`src/rtl/bscan_pkg.sv`:
```
package bscan_pkg;
    typedef enum logic [1:0] {
        BS_SAMPLE = 2'b00,
        BS_EXTEST = 2'b01,
        BS_HIGHZ  = 2'b10,
        BS_IDLE   = 2'b11
    } bs_mode_e;
endpackage

```
`src/rtl/bscan_cell.sv`:
```
module bscan_cell (
    input  logic clk,
    input  logic rst_n,
    input  logic cap_en,
    input  logic sh_en,
    input  logic upd_en,
    input  logic cap_d,
    input  logic ser_d,
    output logic stage_q,
    output logic latch_q
);
    // capture has priority over shift; latch samples pre-edge stage value
    always_ff @(posedge clk or negedge rst_n) begin
        if (!rst_n) begin
            stage_q <= 1'b0;
            latch_q <= 1'b0;
        end else begin
            if (cap_en)
                stage_q <= cap_d;
            else if (sh_en)
                stage_q <= ser_d;
            if (upd_en)
                latch_q <= stage_q;
        end
    end
endmodule

```
`src/rtl/bscan_out_ctrl.sv`:
```
module bscan_out_ctrl
    import bscan_pkg::*;
#(
    parameter int NUM_IO = 8
) (
    input  bs_mode_e          mode,
    input  logic [NUM_IO-1:0] core_out,
    input  logic              core_oe,
    input  logic [NUM_IO-1:0] upd_io,
    input  logic              upd_ctl,
    output logic [NUM_IO-1:0] pad_out,
    output logic              pad_oe
);
    always_comb begin
        unique case (mode)
            BS_EXTEST: begin
                pad_out = upd_io;
                pad_oe  = upd_ctl;
            end
            BS_HIGHZ: begin
                pad_out = core_out;
                pad_oe  = 1'b0;
            end
            BS_SAMPLE, BS_IDLE: begin
                pad_out = core_out;
                pad_oe  = core_oe;
            end
            default: begin
                pad_out = core_out;
                pad_oe  = core_oe;
            end
        endcase
    end
endmodule

```
`src/rtl/bscan_chain.sv`:
```
module bscan_chain
    import bscan_pkg::*;
#(
    parameter int NUM_IO   = 8,
    parameter int CTRL_POS = NUM_IO
) (
    input  logic              clk,
    input  logic              rst_n,
    input  logic              capture_en,
    input  logic              shift_en,
    input  logic              update_en,
    input  logic [1:0]        mode_sel,
    input  logic              scan_in,
    output logic              scan_out,
    input  logic [NUM_IO-1:0] pin_in,
    input  logic [NUM_IO-1:0] core_out,
    input  logic              core_oe,
    output logic [NUM_IO-1:0] pad_out,
    output logic              pad_oe
);
    localparam int LEN = NUM_IO + 1;

    bs_mode_e          mode;
    logic              chain_live;
    logic [LEN-1:0]    cap_vec;
    logic [LEN-1:0]    ser_vec;
    logic [LEN-1:0]    chain_q;
    logic [LEN-1:0]    upd_q;
    logic [NUM_IO-1:0] upd_io;

    assign mode       = bs_mode_e'(mode_sel);
    assign chain_live = (mode != BS_IDLE);

    // I/O i occupies chain bit i below the control cell, i+1 above it
    for (genvar i = 0; i < NUM_IO; i++) begin : g_map
        localparam int BIT = (i < CTRL_POS) ? i : i + 1;
        assign cap_vec[BIT] = pin_in[i];
        assign upd_io[i]    = upd_q[BIT];
    end
    assign cap_vec[CTRL_POS] = core_oe;

    for (genvar k = 0; k < LEN; k++) begin : g_cell
        if (k == LEN - 1) begin : g_top
            assign ser_vec[k] = scan_in;
        end else begin : g_mid
            assign ser_vec[k] = chain_q[k+1];
        end
        bscan_cell u_cell (
            .clk     (clk),
            .rst_n   (rst_n),
            .cap_en  (capture_en & chain_live),
            .sh_en   (shift_en & chain_live),
            .upd_en  (update_en & chain_live),
            .cap_d   (cap_vec[k]),
            .ser_d   (ser_vec[k]),
            .stage_q (chain_q[k]),
            .latch_q (upd_q[k])
        );
    end

    assign scan_out = chain_q[0];

    bscan_out_ctrl #(.NUM_IO(NUM_IO)) u_out (
        .mode     (mode),
        .core_out (core_out),
        .core_oe  (core_oe),
        .upd_io   (upd_io),
        .upd_ctl  (upd_q[CTRL_POS]),
        .pad_out  (pad_out),
        .pad_oe   (pad_oe)
    );
endmodule

```
`config.mk`:
```
export PLATFORM = sky130hd
export DESIGN_NAME = bscan_chain
export DESIGN_NICKNAME = d
export VERILOG_FILES = /design/src/rtl/bscan_pkg.sv /design/src/rtl/bscan_cell.sv /design/src/rtl/bscan_out_ctrl.sv /design/src/rtl/bscan_chain.sv
export SDC_FILE = /design/constraint.sdc
export NUM_CORES = 1
export LEC_CHECK = 0
export ABC_AREA = 1
export BUFFER_PORTS_ARGS = -buffer_cell sky130_fd_sc_hd__buf_2
export CAP_MARGIN = 30
export CORE_MARGIN = 5
export CORE_UTILIZATION = 35
export CTS_BUF_LIST = sky130_fd_sc_hd__clkbuf_16
export CTS_CLUSTER_SIZE = 30
export DETAILED_ROUTE_END_ITERATION = 8
export GPL_ROUTABILITY_DRIVEN = 0
export GPL_TIMING_DRIVEN = 0
export SETUP_SLACK_MARGIN = 0.02
export SLEW_MARGIN = 20
export SYNTH_ARGS = -nofsm -noshare
export SYNTH_HDL_FRONTEND = slang
export SYNTH_SLANG_ARGS = --single-unit
```
`constraint.sdc`:
```
create_clock -name clk -period 2.1 [get_ports clk]
set_input_delay 0.63 -clock clk [delete_from_list [all_inputs] [get_ports clk]]
set_output_delay 0.63 -clock clk [all_outputs]
set_load 0.005 [all_outputs]
```
## Word-level counts from Yosys, hierarchy flattened

Cells that the tools add are included.

| storage, ports and cells | value |
|---|---|
| register bits | 18 |
| bits of input ports | 25 |
| output and inout port bits | 10 |
| word-level logic and storage cells | 49 |

| cells by class | value |
|---|---|
| equality and inequality tests | 4 |
| muxes and demuxes | 20 |
| bitwise logic cells | 3 |
| reductions and logical operators | 4 |

Operator list:

| kind | number |
|---|---|
| $mux W1 | 18 |
| $pmux W8 S2 | 1 |
| $eq A2 B2 Y1 const B | 2 |
| $and A1 B1 Y1 | 3 |
| $pmux W1 S3 | 1 |
| $reduce_or A3 Y1 | 1 |
| $eq A2 B1 Y1 const B | 1 |
| $logic_not A2 Y1 | 1 |
| $ne A2 B2 Y1 const B | 1 |
| $reduce_bool A2 Y1 | 1 |
| $reduce_or A2 Y1 | 1 |

## Longest topological paths before layout

Gate-level depths: netlist of the first run.

| depth | value |
|---|---|
| depth after elaboration | 4 |
| gate-level depth with buffers | 7 |
| mapped depth without buffers | 7 |

## Hierarchy

From an unflattened synthesis of the first run, not the netlist that was laid out.

| second synthesis, totals | value |
|---|---|
| cell total of the unflattened synthesis | 154 |
| area, all modules | 1009.7 um2 |

Modules (own cells, without submodules):

| module | times used | cells each | area each (um2) | sequential area each (um2) |
|---|---|---|---|---|
| bscan_cell | 9 | 13 | 93.8 | 50.0 |
| bscan_out_ctrl | 1 | 31 | 138.9 | 0.0 |
| bscan_chain | 1 | 6 | 26.3 | 0.0 |

## Least setup slack after synthesis of the first run

OpenSTA, ideal clock, no wires.

| timing | value |
|---|---|
| path type | input to output |
| start | input port mode_sel[1] |
| end | output port pad_oe |
| arrival time | 1.254 ns |
| required time | 1.470 ns |
| setup slack | 0.216 ns |
| stages on the path | 6 |
| buffers on the path | 1 |
| path through | inv_1 ha_1 buf_4 clkinv_1 nand3_1 nand2_1 |

| between the ends | value |
|---|---|
| word-level cells in the longest chain between the ends | 3 |
| elaborated cells between the ends (all ways) | 6 |
| those cells by class | eq/ne: 3; mux: 1; reduce/logical: 2 |

Ends and longest elaborated chain:

| what | line | text |
|---|---|---|
| start, declared | bscan_chain.sv:12 | `input logic [1:0] mode_sel,` |
| $eq A2 B2 Y1 or $logic_not A2 Y1 (tied branches) | bscan_out_ctrl.sv:15 | `unique case (mode)` |
| $reduce_or A2 Y1 | n/a |  |
| $pmux W1 S3 * | bscan_out_ctrl.sv:15 |  |
| end, declared | bscan_chain.sv:19 | `output logic pad_oe` |

Mark *: on every way between the ends. The rest lies on a longest branch, timed or not.

## Final worst setup path of the first run

| timing | value |
|---|---|
| start | input port mode_sel[1] |
| end | output port pad_out[5] |

| between the ends | value |
|---|---|
| word-level cells in the longest chain between the ends | 3 |
| elaborated cells between the ends (all ways) | 6 |
| those cells by class | eq/ne: 3; mux: 1; reduce/logical: 2 |

Ends and longest elaborated chain:

| what | line | text |
|---|---|---|
| $eq A2 B2 Y1 or $logic_not A2 Y1 (tied branches) | bscan_out_ctrl.sv:15 |  |
| $reduce_or A3 Y1 (no line) | n/a |  |
| $pmux W8 S2 * | bscan_out_ctrl.sv:15 |  |
| end, declared | bscan_chain.sv:18 | `output logic [NUM_IO-1:0] pad_out,` |

Marks and branches as above.

==> summary.txt, run 1 <==
Outcome
  – Result of the run: finished, final reports clean

Worst setup path
  – Reg2reg end: g_cell[6].u_cell.stage_q$_DFFE_PN0P_
  – Setup Crit Path Kind: in2out
  – Critical Path Sink: pad_out[5]
  – Worst setup startpoint: mode_sel[1]
  – Startpoint class of the critical path: input port
  – Crit end category: primary output
  – Worst Path Arrival: 1.40 ns
  – R2r setup slk: 1.33 ns
  – RR Startpoint: g_cell[7].u_cell.stage_q$_DFFE_PN0P_
  – Worst Path Max Fanout: 5
  – Number of cells on the worst reg-to-reg path: 4
  – Critical Path RT: 1.47 ns

Routing
  – Post-route ant nets: 0
  – Vias per cell: 4.18
  – Starting DRT DRC Count: 24
  – Final wirelength: 2240 µm
  – First drt pass iteration count: 4
  – DRC violations left: 0
  – DR vias: 936
  – Drt wl/cell: 9.98 µm

Logic synthesis
  – Seq/Total Area, Yosys: 41.3%
  – Syn_area_per_cell: 7.73 µm²
  – Yosys warns: 0
  – Unique masters post-synth: 15
  – Post-Syn Nets: 168
  – Gate Count Post-Synth: 141
  – Yosys reg bits: 18
  – Post-synthesis instance area: 1090 µm²

Timing
  – Fmax: 0.492 GHz
  – Final setup fails: 0
  – Hold slack: 0.310 ns
  – Unrepaired setup endpoints after global routing: no
  – Post-route minimum period: 2.03 ns
  – Slew headroom: 72.6%
  – Fin crit share: 96.9%
  – Worst Max-Slew Pin Slew: 0.411 ns
  – Fin. Hold Viols: 0
  – Slew Viols, Final: 0
  – Clock Skew: 0.00390 ns

Placed design
  – DP Wirelength: 1750 µm
  – Placed cells: 218
  – DP Area: 1310 µm²
  – I/O Buffers: 33

Clock network
  – Clk Latency, worst-skew pair: 0.25 ns
  – # hold bufs at CTS: 0
  – Deepest clock path buffer count: 2
  – H-tree depth: 1
  – CTS Buf Count: 3
  – Sink Count: 18
  – Clock slew at reported path FFs: 0.05 ns
  – CTS root buffer: clkbuf_16
  – CTS tree: built

Power
  – Total chip power: 0.00108 W
  – PwrDens: 761 nW/µm²
  – P_leak: 0.817 nW
  – Worst VDD drop: 0.358 mV

GRT
  – First-pass GRT wire length: 3770 µm
  – Largest net degree at the start of global routing: 19
  – Initial antenna violation count: 0
  – Total global-route track usage: 11.1%
  – Gr ovfl total: 0
  – Number of global-route vias before repair: 859

Finish
  – Area delta synth->final: 29.9%
  – Final Instance Area: 1420 µm²
  – Final Core Density: 46.7%
  – Fin nets: 208
  – Share of cells above drive strength 1: 32.8%
  – Diode count: 0
  – Post-Layout Cell Count: 224
  – Filler Cell Count: 315

Floorplan
  – Starting Density: 36.0%
  – I/O Pins: 35
  – FP Rows: 20
  – Core box area: 3030 µm²
  – Die span in y: 65.8 µm
  – Chip Width: 65.8 µm
  – Die area: 4330 µm²

Hold path
  – Path type of the worst min-delay path: in2async

Run
  – Max-cap violations: 0
-- critical path: stages --
cell,delay [ns]
buf_2,0.09
inv_1,0.04
ha_2,0.17
buf_6,0.13
buf_4,0.13
nand2_1,0.05
nand2_1,0.05
buf_2,0.12
-- flip-flops by register name, summed over array words and instances, names as in the netlist --
name                   count
g_cell.u_cell.latch_q      9
g_cell.u_cell.stage_q      9
-- placed cells by master (no fill, tap or decap), drive strengths merged --
cell    count
nand2      67
buf        39
inv        22
nand3      20
dfrtp      18
o21ai       8
clkbuf      3
ha          2
clkinv      1
-- how the worst min path moves through the flow --
| stage | start | end | slack [ns] |
|---|---|---|---|
| finish | rst_n | g_cell[7].u_cell.latch_q$_DFFE_PN0P_ | 0.31 |
| detailed placement | g_cell[2].u_cell.stage_q$_DFFE_PN0P_ | g_cell[2].u_cell.stage_q$_DFFE_PN0P_ | 0.47 |
| CTS | rst_n | g_cell[2].u_cell.stage_q$_DFFE_PN0P_ | 0.32 |
| global route | rst_n | g_cell[1].u_cell.latch_q$_DFFE_PN0P_ | 0.35 |
| global placement | g_cell[2].u_cell.stage_q$_DFFE_PN0P_ | g_cell[2].u_cell.stage_q$_DFFE_PN0P_ | 0.46 |
| floorplan | rst_n | g_cell[0].u_cell.latch_q$_DFFE_PN0P_ | 0.33 |
-- synth_stat cells --
library cell  number  area (µm²)
o21ai_2            8        70.1
inv_8              1        11.3
nand2_2            1        6.26
ha_1               2        25.0
buf_4              1        7.51
dfrtp_1           18         450
nand2_8            2        40.0
nand2_1           62         233
buf_12             1        20.0
nand3_1           20         100
inv_1             19        71.3
inv_4              1        6.26
nand2_4            2        22.5
clkinv_1           1        3.75
buf_6              2        22.5
-- repair_timing --
item,CTS,global route
buffers inserted,0,1
gates resized for setup,2,3
cloned,0,1
pin swaps,0,0
setup endpoints to repair,9,9
-- power breakdown --
group	leakage, nW	internal, W	switching, W	total [W]
clock network	0.0385	0.000253	0.000125	0.000377
logic	0.559	0.000111	0.000142	0.000253
registers	0.219	0.000411	0.0000350	0.000446
-- cells by family after synthesis --
| family | Yosys count | share of synthesized area, % |
|---|---|---|
| AOI/OAI and AO/OA | 8 | 6.43 |
| and+or+nand+nor | 87 | 36.9 |
| buffers and inverters | 26 | 13.1 |
| adders and majority gates | 2 | 2.30 |
| DFF | 18 | 41.3 |
-- metal layers --
| metal | GRT usage, % | share of wire [%] | up-vias |
|---|---|---|---|
| met4 | 4.66 | 1.4 | 0 |
| li1 | - | - | 507 |
| met3 | 2.21 | 7.2 | 3 |
| met2 | 16.6 | 41 | 31 |
| met1 | 15.5 | 50 | 395 |
| met5 | 0 | 0 | - |
-- layout make-up --
class                   instances  area, µm²  share of cell area [%]
flip-flops and latches         18        450                    31.8
inverters                      22        100                    7.07
clock inverters                 1       3.75                   0.265
plain buffers                   4       53.8                    3.80
repair buffers                 35        178                    12.6
multi-input cells              97        499                    35.3
well taps                      44       55.1                    3.89
clock buffers                   3       75.1                    5.31
-- per-stage QoR --
step / setup slack [ns] / TNS [ns]
final: 0.0656 / 0
after global placement: -0.0857 / -0.645
after CTS: 0.0517 / 0
after floorplan: 0.216 / 0
after detailed placement: -0.122 / -0.963
after global routing: 0.00882 / 0
No activity file was read; power rests on OpenSTA's default activity.
==> run 2: changes to the inputs <==
==> constraint.sdc (replaced) <==
create_clock -name clk -period 2 [get_ports clk]
set_input_delay 0.6 -clock clk [delete_from_list [all_inputs] [get_ports clk]]
set_output_delay 0.6 -clock clk [all_outputs]
set_load 0.005 [all_outputs]
==> run 2 against run 1 <==
Combinational power rose by 7%. Flip-flop and latch count did not move. Global-route usage did not move. Clock power rose by 5%. Clock skew barely moved. Via count rose by 0.11%. Design area rose by 1.1%. Critical path depth did not move. Sequential share of layout area fell by 0.36 points. Routed wire length rose by 2.0%. Critical endpoint unchanged.
==> summary.txt, run 2 (synthesis results as in run 1) <==
Worst setup path
  – Critical Path Sink: pad_out[5] (unchanged)
  – R2r setup slk: 1.23 ns (was 1.33 ns)
  – Reg2reg end: g_cell[6].u_cell.stage_q$_DFFE_PN0P_ (unchanged)
  – Setup Crit Path Kind: in2out (unchanged)
  – Startpoint class of the critical path: input port (unchanged)
  – Number of cells on the worst reg-to-reg path: 4 (unchanged)
  – Worst setup startpoint: mode_sel[1] (unchanged)
  – RR Startpoint: g_cell[7].u_cell.stage_q$_DFFE_PN0P_ (unchanged)
  – Worst Path Max Fanout: 5 (unchanged)
  – Crit end category: primary output (unchanged)
  – Worst Path Arrival: 1.34 ns (was 1.40 ns)
  – Critical Path RT: 1.40 ns (was 1.47 ns)

Timing
  – Hold slack: 0.280 ns (was 0.310 ns)
  – Post-route minimum period: 1.94 ns
  – Clock Skew: 0.00416 ns (was 0.00390 ns)
  – Fin crit share: 97.1%
  – Fmax: 0.515 GHz
  – Setup_tns: 0 ns (unchanged)
  – Final setup fails: 0 (unchanged)
  – Worst Max-Slew Pin Slew: 0.411 ns (about the same)
  – Unrepaired setup endpoints after global routing: no (unchanged)
  – Slew headroom: 72.6% (about the same)
  – Fin. Hold Viols: 0 (unchanged)
  – Slew Viols, Final: 0 (unchanged)

Floorplan
  – Core box area: 3030 µm² (unchanged)
  – Die area: 4330 µm² (unchanged)
  – Starting Density: 36.0% (unchanged)
  – I/O Pins: 35 (unchanged)
  – Die span in y: 65.8 µm (unchanged)
  – FP Rows: 20 (unchanged)
  – Chip Width: 65.8 µm (unchanged)

Routing
  – Highest routed layer: met4 (unchanged)
  – DR WL met3: 160 µm (unchanged)
  – Starting DRT DRC Count: 30 (was 24)
  – Metal2 WL: 943 µm (was 920 µm)
  – First drt pass iteration count: 4 (unchanged)
  – Vias per cell: 4.18 (about the same)
  – Drt wl/cell: 10.2 µm (was 9.98 µm)
  – DR vias: 937 (was 936)
  – Post-route ant nets: 0 (unchanged)
  – Final wirelength: 2280 µm (was 2240 µm)
  – Wl on met1: 1140 µm (was 1120 µm)
  – DRC violations left: 0 (unchanged)

Finish
  – Commonest non-fill, non-tap cells in the layout: nand2_1 (61), buf_2 (34), nand3_1 (20) (was nand2_1 (62), buf_2 (34), nand3_1 (20))
  – Final Instance Area: 1430 µm² (was 1420 µm²)
  – Share of cells above drive strength 1: 33.9% (was 32.8%)
  – Fin nets: 208 (unchanged)
  – Diode count: 0 (unchanged)
  – Commonest non-fill, non-tap cell in the layout: nand2_1 (unchanged)
  – Post-Layout Cell Count: 224 (unchanged)
  – Area delta synth->final: 31.3% (was 29.9%)
  – Largest regs: g_cell.u_cell.latch_q x9, g_cell.u_cell.stage_q x9 (unchanged)

Clock network
  – CTS root buffer: clkbuf_16 (unchanged)
  – Deepest clock path buffer count: 2 (unchanged)
  – Sink Count: 18 (unchanged)
  – CTS tree: built (unchanged)
  – Clk Latency, worst-skew pair: 0.25 ns (about the same)
  – # hold bufs at CTS: 0 (unchanged)
  – Clock slew at reported path FFs: 0.05 ns (about the same)
  – H-tree depth: 1 (unchanged)
  – CTS Buf Count: 3 (unchanged)

Placed design
  – I/O Buffers: 33 (unchanged)
  – DP Wirelength: 1750 µm (unchanged)
  – Placed cells: 218 (unchanged)
  – DP Area: 1310 µm² (unchanged)

GRT
  – Total global-route track usage: 11.1% (unchanged)
  – First-pass GRT wire length: 3770 µm (unchanged)
  – Largest net degree at the start of global routing: 19 (unchanged)
  – Initial antenna violation count: 0 (unchanged)
  – Gr ovfl total: 0 (unchanged)
  – Number of global-route vias before repair: 859 (unchanged)

Outcome
  – Result of the run: finished, final reports clean (unchanged)

Power
  – PwrDens: 793 nW/µm² (was 761 nW/µm²)
  – Total chip power: 0.00113 W (was 0.00108 W)
  – Worst VDD drop: 0.376 mV (was 0.358 mV)
  – P_leak: 0.819 nW (was 0.817 nW)

Hold path
  – Path type of the worst min-delay path: in2async (unchanged)

Run
  – Max-cap violations: 0 (unchanged)
## run 2: metal layers
layer / track usage, % / up-vias
met5: 0 / -
met4: 4.66 / 0
met3: 2.21 / 3
met2: 16.6 / 31
met1: 15.5 / 396
li1: - / 507
## run 2: worst max-delay path, cell delays in order
cell and delay [ns]:
buf_2 0.10, inv_2 0.05, ha_4 0.15, buf_6 0.13, buf_6 0.11, nand2_1 0.05, nand2_1 0.04, buf_2 0.12
## run 2: cell type report
| type | instances | area (µm²) |
|---|---|---|
| fillers | 310 | 1600 |
| multi-input cells | 97 | 512 |
| flip-flops and latches | 18 | 450 |
| repair buffers | 35 | 181 |
| inverters | 22 | 100 |
| clock buffers | 3 | 75.1 |
| well taps | 44 | 55.1 |
| plain buffers | 4 | 53.8 |
| clock inverters | 1 | 3.75 |
## run 2: worst min-delay path by stage
stage | from | end | cells after the start
2_1_floorplan | rst_n | g_cell[0].u_cell.latch_q$_DFFE_PN0P_ | 0
3_3_place_gp | g_cell[2].u_cell.stage_q$_DFFE_PN0P_ | g_cell[2].u_cell.stage_q$_DFFE_PN0P_ | 2
3_5_place_dp | g_cell[2].u_cell.stage_q$_DFFE_PN0P_ | g_cell[2].u_cell.stage_q$_DFFE_PN0P_ | 2
4_1_cts | rst_n | g_cell[2].u_cell.stage_q$_DFFE_PN0P_ | 1
5_1_grt | rst_n | g_cell[1].u_cell.latch_q$_DFFE_PN0P_ | 1
6_report | rst_n | g_cell[7].u_cell.latch_q$_DFFE_PN0P_ | 1
## run 2: stage by stage
stage               utilization [%]  worst slack, ns
detailed placement             43.3           -0.162
floorplan                         -            0.176
global route                   47.3           0.0107
finish                         47.3           0.0578
global placement               43.3           -0.126
CTS                            46.2           0.0316
## run 2: report_power, final
part / switching [W] / internal (W)
clock: 0.000130 / 0.000266
combinational: 0.000151 / 0.000119
sequential: 0.0000366 / 0.000432
total: 0.000319 / 0.000816
## run 2: what timing repair did
item,CTS,global route
setup buffers,0,1
pin swaps,0,3
resized for setup,3,6
endpoints found under the setup margin,9,9
cloned,0,1
